==> config.mk <==
export PLATFORM = sky130hd
export DESIGN_NAME = pdac_host_regs
export DESIGN_NICKNAME = d
export VERILOG_FILES = /design/src/rtl/pdac_host_pkg.sv /design/src/rtl/pdac_unlock_seq.sv /design/src/rtl/pdac_index_ptr.sv /design/src/rtl/pdac_plain_regs.sv /design/src/rtl/pdac_ext_regfile.sv /design/src/rtl/pdac_host_regs.sv
export SDC_FILE = /design/constraint.sdc
export NUM_CORES = 1
export LEC_CHECK = 0
export ABC_AREA = 1
export BUFFER_PORTS_ARGS = -buffer_cell sky130_fd_sc_hd__buf_2
export CORE_MARGIN = 2
export CORE_UTILIZATION = 57
export CTS_CLUSTER_SIZE = 14
export DETAILED_ROUTE_END_ITERATION = 6
export HOLD_SLACK_MARGIN = 0.05
export PLACE_DENSITY = 0.77
export SETUP_SLACK_MARGIN = 0.2
export SYNTH_ARGS = -nofsm -noshare
export SYNTH_HDL_FRONTEND = slang
export SYNTH_SLANG_ARGS = --single-unit
==> constraint.sdc <==
create_clock -name clk -period 2.1 [get_ports clk]
set_input_delay 0.42 -clock clk [delete_from_list [all_inputs] [get_ports clk]]
set_output_delay 0.42 -clock clk [all_outputs]
set_load 0.1 [all_outputs]
==> src/rtl/pdac_host_pkg.sv <==
package pdac_host_pkg;

  typedef enum logic [2:0] {
    SQ_COUNT   = 3'd0,
    SQ_ARMED   = 3'd1,
    SQ_IDX_LO  = 3'd2,
    SQ_IDX_HI  = 3'd3,
    SQ_INDEXED = 3'd4
  } seq_state_e;

  localparam logic [1:0] PORT_ADDR_WR  = 2'd0;
  localparam logic [1:0] PORT_PIX_MASK = 2'd1;

  localparam logic [7:0] ID_MAKER  = 8'h44;
  localparam logic [7:0] ID_DEVICE = 8'h02;
  localparam logic [7:0] MASK_RESET = 8'hFF;
  localparam logic [7:0] CMD_RESET  = 8'h00;

  localparam int CMD_IDX_BIT  = 4;
  localparam int CMD_2X8_BIT  = 3;
  localparam int FIRST_RW_SLOT = 3;
  localparam int PIPE_SLOT     = 5;

  function automatic logic [7:0] ext_reset_value(input int slot);
    return (slot == PIPE_SLOT) ? 8'h02 : 8'h00;
  endfunction

  function automatic logic [15:0] index_bump(input logic [15:0] idx);
    return idx + 16'd1;
  endfunction

  function automatic logic cmd_index_on(input logic [7:0] cmd);
    return cmd[CMD_IDX_BIT];
  endfunction

endpackage

==> src/rtl/pdac_unlock_seq.sv <==
module pdac_unlock_seq
  import pdac_host_pkg::*;
#(
  parameter int UNLOCK_READS = 4,
  localparam int CW = (UNLOCK_READS > 1) ? $clog2(UNLOCK_READS) : 1
) (
  input  logic          clk,
  input  logic          rst,
  input  logic          acc_valid,
  input  logic          acc_write,
  input  logic [1:0]    acc_port,
  input  logic          idx_mode_next,
  output seq_state_e    state,
  output logic [CW-1:0] run_cnt,
  output logic          hit_mask,
  output logic          hit_cmd,
  output logic          hit_idx_lo,
  output logic          hit_idx_hi,
  output logic          hit_ext
);

  localparam logic [CW-1:0] LAST_CNT = CW'(UNLOCK_READS - 1);

  logic is_addr, is_pm, is_other;
  seq_state_e    state_d;
  logic [CW-1:0] cnt_d;

  assign is_addr  = acc_valid && (acc_port == PORT_ADDR_WR);
  assign is_pm    = acc_valid && (acc_port == PORT_PIX_MASK);
  assign is_other = acc_valid && !is_addr && !is_pm;

  assign hit_cmd    = is_pm && (state == SQ_ARMED);
  assign hit_idx_lo = is_pm && acc_write && (state == SQ_IDX_LO);
  assign hit_idx_hi = is_pm && acc_write && (state == SQ_IDX_HI);
  assign hit_ext    = is_pm && (state == SQ_INDEXED);
  assign hit_mask   = is_pm && !hit_cmd && !hit_idx_lo && !hit_idx_hi && !hit_ext;

  always_comb begin
    state_d = state;
    cnt_d   = run_cnt;
    if (is_addr) begin
      state_d = SQ_COUNT;
      cnt_d   = '0;
    end else begin
      unique case (state)
        SQ_COUNT: begin
          if (is_pm && !acc_write) begin
            if (run_cnt == LAST_CNT) begin
              state_d = SQ_ARMED;
              cnt_d   = '0;
            end else begin
              cnt_d = run_cnt + 1'b1;
            end
          end else if (is_pm || is_other) begin
            cnt_d = '0;
          end
        end
        SQ_ARMED: begin
          if (is_pm)         state_d = idx_mode_next ? SQ_IDX_LO : SQ_COUNT;
          else if (is_other) state_d = SQ_COUNT;
        end
        SQ_IDX_LO: begin
          if (is_pm) state_d = acc_write ? SQ_IDX_HI : SQ_COUNT;
        end
        SQ_IDX_HI: begin
          if (is_pm) state_d = acc_write ? SQ_INDEXED : SQ_COUNT;
        end
        SQ_INDEXED: state_d = SQ_INDEXED;
        default: begin
          state_d = SQ_COUNT;
          cnt_d   = '0;
        end
      endcase
    end
  end

  always_ff @(posedge clk) begin
    if (rst) begin
      state   <= SQ_COUNT;
      run_cnt <= '0;
    end else begin
      state   <= state_d;
      run_cnt <= cnt_d;
    end
  end

endmodule

==> src/rtl/pdac_index_ptr.sv <==
module pdac_index_ptr
  import pdac_host_pkg::*;
#(
  parameter int DW = 8,
  parameter int IW = 16,
  localparam int HIW = IW - DW
) (
  input  logic          clk,
  input  logic          rst,
  input  logic          load_lo,
  input  logic          load_hi,
  input  logic          step,
  input  logic [DW-1:0] wdata,
  output logic [IW-1:0] index
);

  always_ff @(posedge clk) begin
    if (rst) begin
      index <= '0;
    end else if (load_lo) begin
      index[DW-1:0] <= wdata;
    end else if (load_hi) begin
      index[IW-1:DW] <= wdata[HIW-1:0];
    end else if (step) begin
      index <= IW'(index_bump(16'(index)));
    end
  end

endmodule

==> src/rtl/pdac_plain_regs.sv <==
module pdac_plain_regs
  import pdac_host_pkg::*;
#(
  parameter int DW = 8
) (
  input  logic          clk,
  input  logic          rst,
  input  logic          hit_mask,
  input  logic          hit_cmd,
  input  logic          acc_write,
  input  logic [DW-1:0] wdata,
  output logic [DW-1:0] mask_q,
  output logic [DW-1:0] cmd_q,
  output logic          idx_mode_next
);

  logic [DW-1:0] cmd_after;

  assign cmd_after     = (hit_cmd && acc_write) ? wdata : cmd_q;
  assign idx_mode_next = cmd_index_on(8'(cmd_after));

  always_ff @(posedge clk) begin
    if (rst) begin
      mask_q <= DW'(MASK_RESET);
      cmd_q  <= DW'(CMD_RESET);
    end else begin
      if (hit_mask && acc_write) mask_q <= wdata;
      if (hit_cmd && acc_write)  cmd_q  <= wdata;
    end
  end

endmodule

==> src/rtl/pdac_ext_regfile.sv <==
module pdac_ext_regfile
  import pdac_host_pkg::*;
#(
  parameter int DW = 8,
  parameter int IW = 16,
  parameter int NUM_EXT = 8,
  localparam int SW = $clog2(NUM_EXT)
) (
  input  logic                        clk,
  input  logic                        rst,
  input  logic                        hit_ext,
  input  logic                        acc_write,
  input  logic [IW-1:0]               index,
  input  logic [DW-1:0]               wdata,
  output logic [NUM_EXT-1:0][DW-1:0]  slot_q,
  output logic [DW-1:0]               rd_val
);

  logic in_range;
  logic wr_en;

  assign in_range = (index < IW'(NUM_EXT));
  assign wr_en    = hit_ext && acc_write && in_range;

  for (genvar g = 0; g < NUM_EXT; g++) begin : g_slot
    if (g == 0) begin : g_maker
      assign slot_q[g] = DW'(ID_MAKER);
    end else if (g == 1) begin : g_device
      assign slot_q[g] = DW'(ID_DEVICE);
    end else if (g < FIRST_RW_SLOT) begin : g_reserved
      assign slot_q[g] = '0;
    end else begin : g_rw
      logic [DW-1:0] q;
      always_ff @(posedge clk) begin
        if (rst)                                 q <= DW'(ext_reset_value(g));
        else if (wr_en && index == IW'(g))       q <= wdata;
      end
      assign slot_q[g] = q;
    end
  end

  assign rd_val = in_range ? slot_q[index[SW-1:0]] : '0;

endmodule

==> src/rtl/pdac_host_regs.sv <==
module pdac_host_regs
  import pdac_host_pkg::*;
#(
  parameter int DW = 8,
  parameter int IW = 16,
  parameter int NUM_EXT = 8,
  parameter int UNLOCK_READS = 4,
  localparam int CW = (UNLOCK_READS > 1) ? $clog2(UNLOCK_READS) : 1
) (
  input  logic          clk,
  input  logic          rst,
  input  logic          acc_valid,
  input  logic          acc_write,
  input  logic [1:0]    acc_port,
  input  logic [DW-1:0] wdata,
  output logic [DW-1:0] rdata,
  output logic [DW-1:0] pixel_mask,
  output logic          pix2x8_mode,
  output logic [DW-1:0] primary_mode,
  output logic [DW-1:0] secondary_mode,
  output logic [DW-1:0] pipe_timing,
  output logic [DW-1:0] soft_reset,
  output logic [DW-1:0] power_ctrl
);

  seq_state_e           seq_state;
  logic [CW-1:0]        run_cnt;
  logic                 hit_mask, hit_cmd, hit_idx_lo, hit_idx_hi, hit_ext;
  logic                 idx_mode_next;
  logic [DW-1:0]        cmd_q;
  logic [IW-1:0]        ext_index;
  logic [NUM_EXT-1:0][DW-1:0] slot_q;
  logic [DW-1:0]        ext_rd;

  pdac_unlock_seq #(.UNLOCK_READS(UNLOCK_READS)) i_seq (
    .clk(clk), .rst(rst), .acc_valid(acc_valid), .acc_write(acc_write),
    .acc_port(acc_port), .idx_mode_next(idx_mode_next), .state(seq_state),
    .run_cnt(run_cnt), .hit_mask(hit_mask), .hit_cmd(hit_cmd),
    .hit_idx_lo(hit_idx_lo), .hit_idx_hi(hit_idx_hi), .hit_ext(hit_ext)
  );

  pdac_plain_regs #(.DW(DW)) i_plain (
    .clk(clk), .rst(rst), .hit_mask(hit_mask), .hit_cmd(hit_cmd),
    .acc_write(acc_write), .wdata(wdata), .mask_q(pixel_mask),
    .cmd_q(cmd_q), .idx_mode_next(idx_mode_next)
  );

  pdac_index_ptr #(.DW(DW), .IW(IW)) i_index (
    .clk(clk), .rst(rst), .load_lo(hit_idx_lo), .load_hi(hit_idx_hi),
    .step(hit_ext), .wdata(wdata), .index(ext_index)
  );

  pdac_ext_regfile #(.DW(DW), .IW(IW), .NUM_EXT(NUM_EXT)) i_ext (
    .clk(clk), .rst(rst), .hit_ext(hit_ext), .acc_write(acc_write),
    .index(ext_index), .wdata(wdata), .slot_q(slot_q), .rd_val(ext_rd)
  );

  always_comb begin
    rdata = '0;
    if (acc_valid && !acc_write) begin
      if (hit_mask)     rdata = pixel_mask;
      else if (hit_cmd) rdata = cmd_q;
      else if (hit_ext) rdata = ext_rd;
    end
  end

  assign pix2x8_mode    = cmd_q[CMD_2X8_BIT];
  assign primary_mode   = slot_q[3];
  assign secondary_mode = slot_q[4];
  assign pipe_timing    = slot_q[5];
  assign soft_reset     = slot_q[6];
  assign power_ctrl     = slot_q[7];

endmodule

==> results.json <==
{
  "status": "finished with violations",
  "violations": "setup timing",
  "grt_pass1_vias": 4843,
  "vias": 5319,
  "cts_buffer_depth": 2,
  "synthArstFlopShare_pct": 0,
  "synth_top_cell_by_area": "dfxtp_1",
  "numCtsBuffers": 9,
  "ctsHtreeMaxLevel": 3,
  "syn2layout_area_growth_pct": 31.9,
  "dp_hpwl_um": 10300,
  "cts_sinks": 77,
  "criticalPathCategory": "flop to output pin",
  "grt_pass1_wl_um": 24100,
  "synth-seq-area-share_pct": 33.7,
  "synth_fp_nets": 737,
  "p_sw_w": 0.00106,
  "num_io_pins": 71,
  "maxCapViolCount": 0,
  "p_seq_share_pct": 44.5,
  "layout_min_cycle_time_ps": 2290,
  "drc": 0,
  "cts_hold_buffers": 0,
  "diodes": 0,
  "yosys_warnings": 0,
  "tightest_slew_ps": 712,
  "ant_nets": 0,
  "drtPass1Iterations": 5,
  "die-area_sq_mm": 0.00875,
  "utilization_pct": 77.7,
  "p_leak_nw": 2.56,
  "synth_edf_count": 0,
  "cp_max_fo": 6,
  "relSlewSlack_pct": 52.5,
  "die_h_um": 93.6,
  "clock-root-buffer": "clkbuf_8",
  "cp-start-kind": "flop",
  "crit_required_ps": 1680,
  "fillers": 587,
  "place_congestion": 0.969,
  "final-setup-viol-count": 8,
  "rsz0062_at_grt": "yes",
  "clkPwrFrac_pct": 37.9,
  "synthTopCellsByArea": "dfxtp_1, nand2_1, nand3_1, a21oi_1, inv_1",
  "finalHoldViolCount": 0,
  "vias_per_cell": 5.73,
  "grt_use_total_pct": 35.2,
  "synth_top_area_share_pct": 33.7,
  "core_sq_mm": 0.00777,
  "clk_pin_slew_ps": 90,
  "start_util_pct": 58.9,
  "internal_power_w": 0.00236,
  "dpl_worst_slack_ps": 35.5,
  "clock_latency_ps": 370,
  "cp_slowest_stage_delay_ps": 340,
  "max_freq_mhz": 437,
  "slew_viol_final": 0,
  "period_share_pct": 109,
  "wirelength_um": 15400,
  "synth_area_sq_mm": 0.00457,
  "row_count": 32,
  "io_buffer_count": 70,
  "cp-end-kind": "output pin",
  "power_density_mw_per_mm2": 566,
  "ir_drop_uv": 384,
  "crit_chain": "inv_2, buf_4, nand2_1, nand3_1, o211ai_1, nand2_1, nand3_4, a21oi_4, buf_12",
  "cts_tree": "built",
  "whs_ps": 332,
  "synthFlopType": "dfxtp_1",
  "fin_ws_ps": -188,
  "synth-seq-cells": 77,
  "wl_per_cell_um": 16.6,
  "synth.distinct_cells": 32,
  "synth_cells": 718,
  "fp.dieW_um": 93.6,
  "grt_remaining_overflow": 0,
  "final_nets": 841,
  "antenna_found_initial": 0,
  "path_delay_family": "simple AND/OR/NAND/NOR gates",
  "crit_top_cell": "nand2_1",
  "layout-drive-gt1-share_pct": 34.8,
  "worstPathArrival_ps": 1870,
  "avgSynthCellArea_sq_um": 6.37,
  "slowest_stage": "dfxtp_2",
  "grt_max_degree": 46,
  "p_comb_share_pct": 17.6,
  "hold_path_class": "primary input to flop",
  "path_buf_inv": 3,
  "drt_iter0_drc": 439,
  "finClkSkew_ps": 19.0,
  "swShare_pct": 31.0
}
-- what timing repair did --
action / in CTS / in global routing
setup buffers: 6 / 17
pin swaps: 5 / 15
gates resized for setup: 17 / 35
cloned: 0 / 1
endpoints found under the setup margin: 19 / 48
-- synth_stat cells (5+ instances only) --
master and n:
ha_1 5, buf_6 6, nor2_4 10, inv_1 78, clkbuf_1 19, nand3b_1 5
dfxtp_1 77, nand3_1 109, nand2_2 6, a21oi_1 73, nor3_1 7, nand4_1 10
nand2_1 205, nor2_1 48, o21ai_0 22, buf_2 5
-- registers in the layout, indices dropped and copies added (netlist names) --
name / flops
i_seq.state: 3
i_seq.run_cnt: 2
i_ext.g_slot.g_rw.q: 40
i_index.index: 16
i_plain.mask_q: 8
i_plain.cmd_q: 8
-- power groups by stage --
stage / registers (W) / logic [W] / clock network (W)
finish: 0.00152 / 0.000601 / 0.00129
global route: 0.00152 / 0.000633 / 0.00137
CTS: 0.00152 / 0.000531 / 0.00129
detailed placement: 0.00155 / 0.000504 / 0
global placement: 0.00155 / 0.000498 / 0
floorplan: 0.00160 / 0.000313 / 0
-- final cells by class --
class | instances | area [sq um] | share of cell area, %
Clock buffer | 10 | 128 | 2.12
Multi-Input combinational cell | 523 | 2790 | 46.2
Inverter | 84 | 318 | 5.27
Tap cell | 102 | 128 | 2.12
Timing Repair Buffer | 127 | 947 | 15.7
Clock inverter | 6 | 96.3 | 1.60
Sequential cell | 77 | 1630 | 27.0
-- logic make-up (layout without fill, tap and decap cells) --
family                     Yosys count  in the layout  synth area share [%]
and+or+nand+nor                    409            409                  41.1
xor gates and xnor gates             1              1                 0.192
AOI/OAI and AO/OA                  108            108                  12.5
buffers and inverters              118            227                  11.1
DFF                                 77             77                  33.7
adders and majority gates            5              5                  1.37
-- final timing paths --
| path | end | startpoint | depth (start not counted) | slack, ps |
|---|---|---|---|---|
| setup / recovery | rdata[2] | i_index.index[0] | 9 | -190 |
| hold reg to reg | i_plain.cmd_q[1] | i_plain.cmd_q[1] | 2 | 470 |
| hold / removal | i_index.index[14] | rst | 2 | 330 |
| setup reg to reg | i_ext.g_slot[3].g_rw.q[2] | i_index.index[1] | 9 | 250 |
-- metrics by stage --
stage               cells  cell area (sq um)  power [W]  TNS, ps
floorplan             718               4820    0.00192    -95.8
finish                929               6030    0.00341    -1320
global route          929               6030    0.00352    -1890
CTS                   911               5790    0.00334    -1290
global placement      889               5470    0.00204        0
detailed placement    889               5470    0.00205        0
-- layer usage --
layer,track usage (%),wire length [um],vias to the layer above
met2,57.7,7330,296
met4,14.6,522,0
li1,-,-,2534
met3,4.03,1310,41
met1,47.0,6220,2448
met5,0,0,-
-- cell usage in the layout (no fill, tap or decap), types with 4 or more instances in the layout --
cell and count:
clkbuf_8 9, buf_4 50, nor2_2 9, inv_1 68, a31oi_1 4, dfxtp_4 5
nand3_1 105, a21oi_1 64, o21ai_0 22, nand2_1 186, nand4_1 10, a21oi_4 10
nor2_1 37, nand2_2 24, ha_1 5, buf_6 5, clkinv_1 4, dfxtp_1 16
buf_2 62, nand3b_1 5, nor2_4 15, nor3_1 6, buf_12 9, inv_2 11
dfxtp_2 56
(Power assumes the default switching activity.)
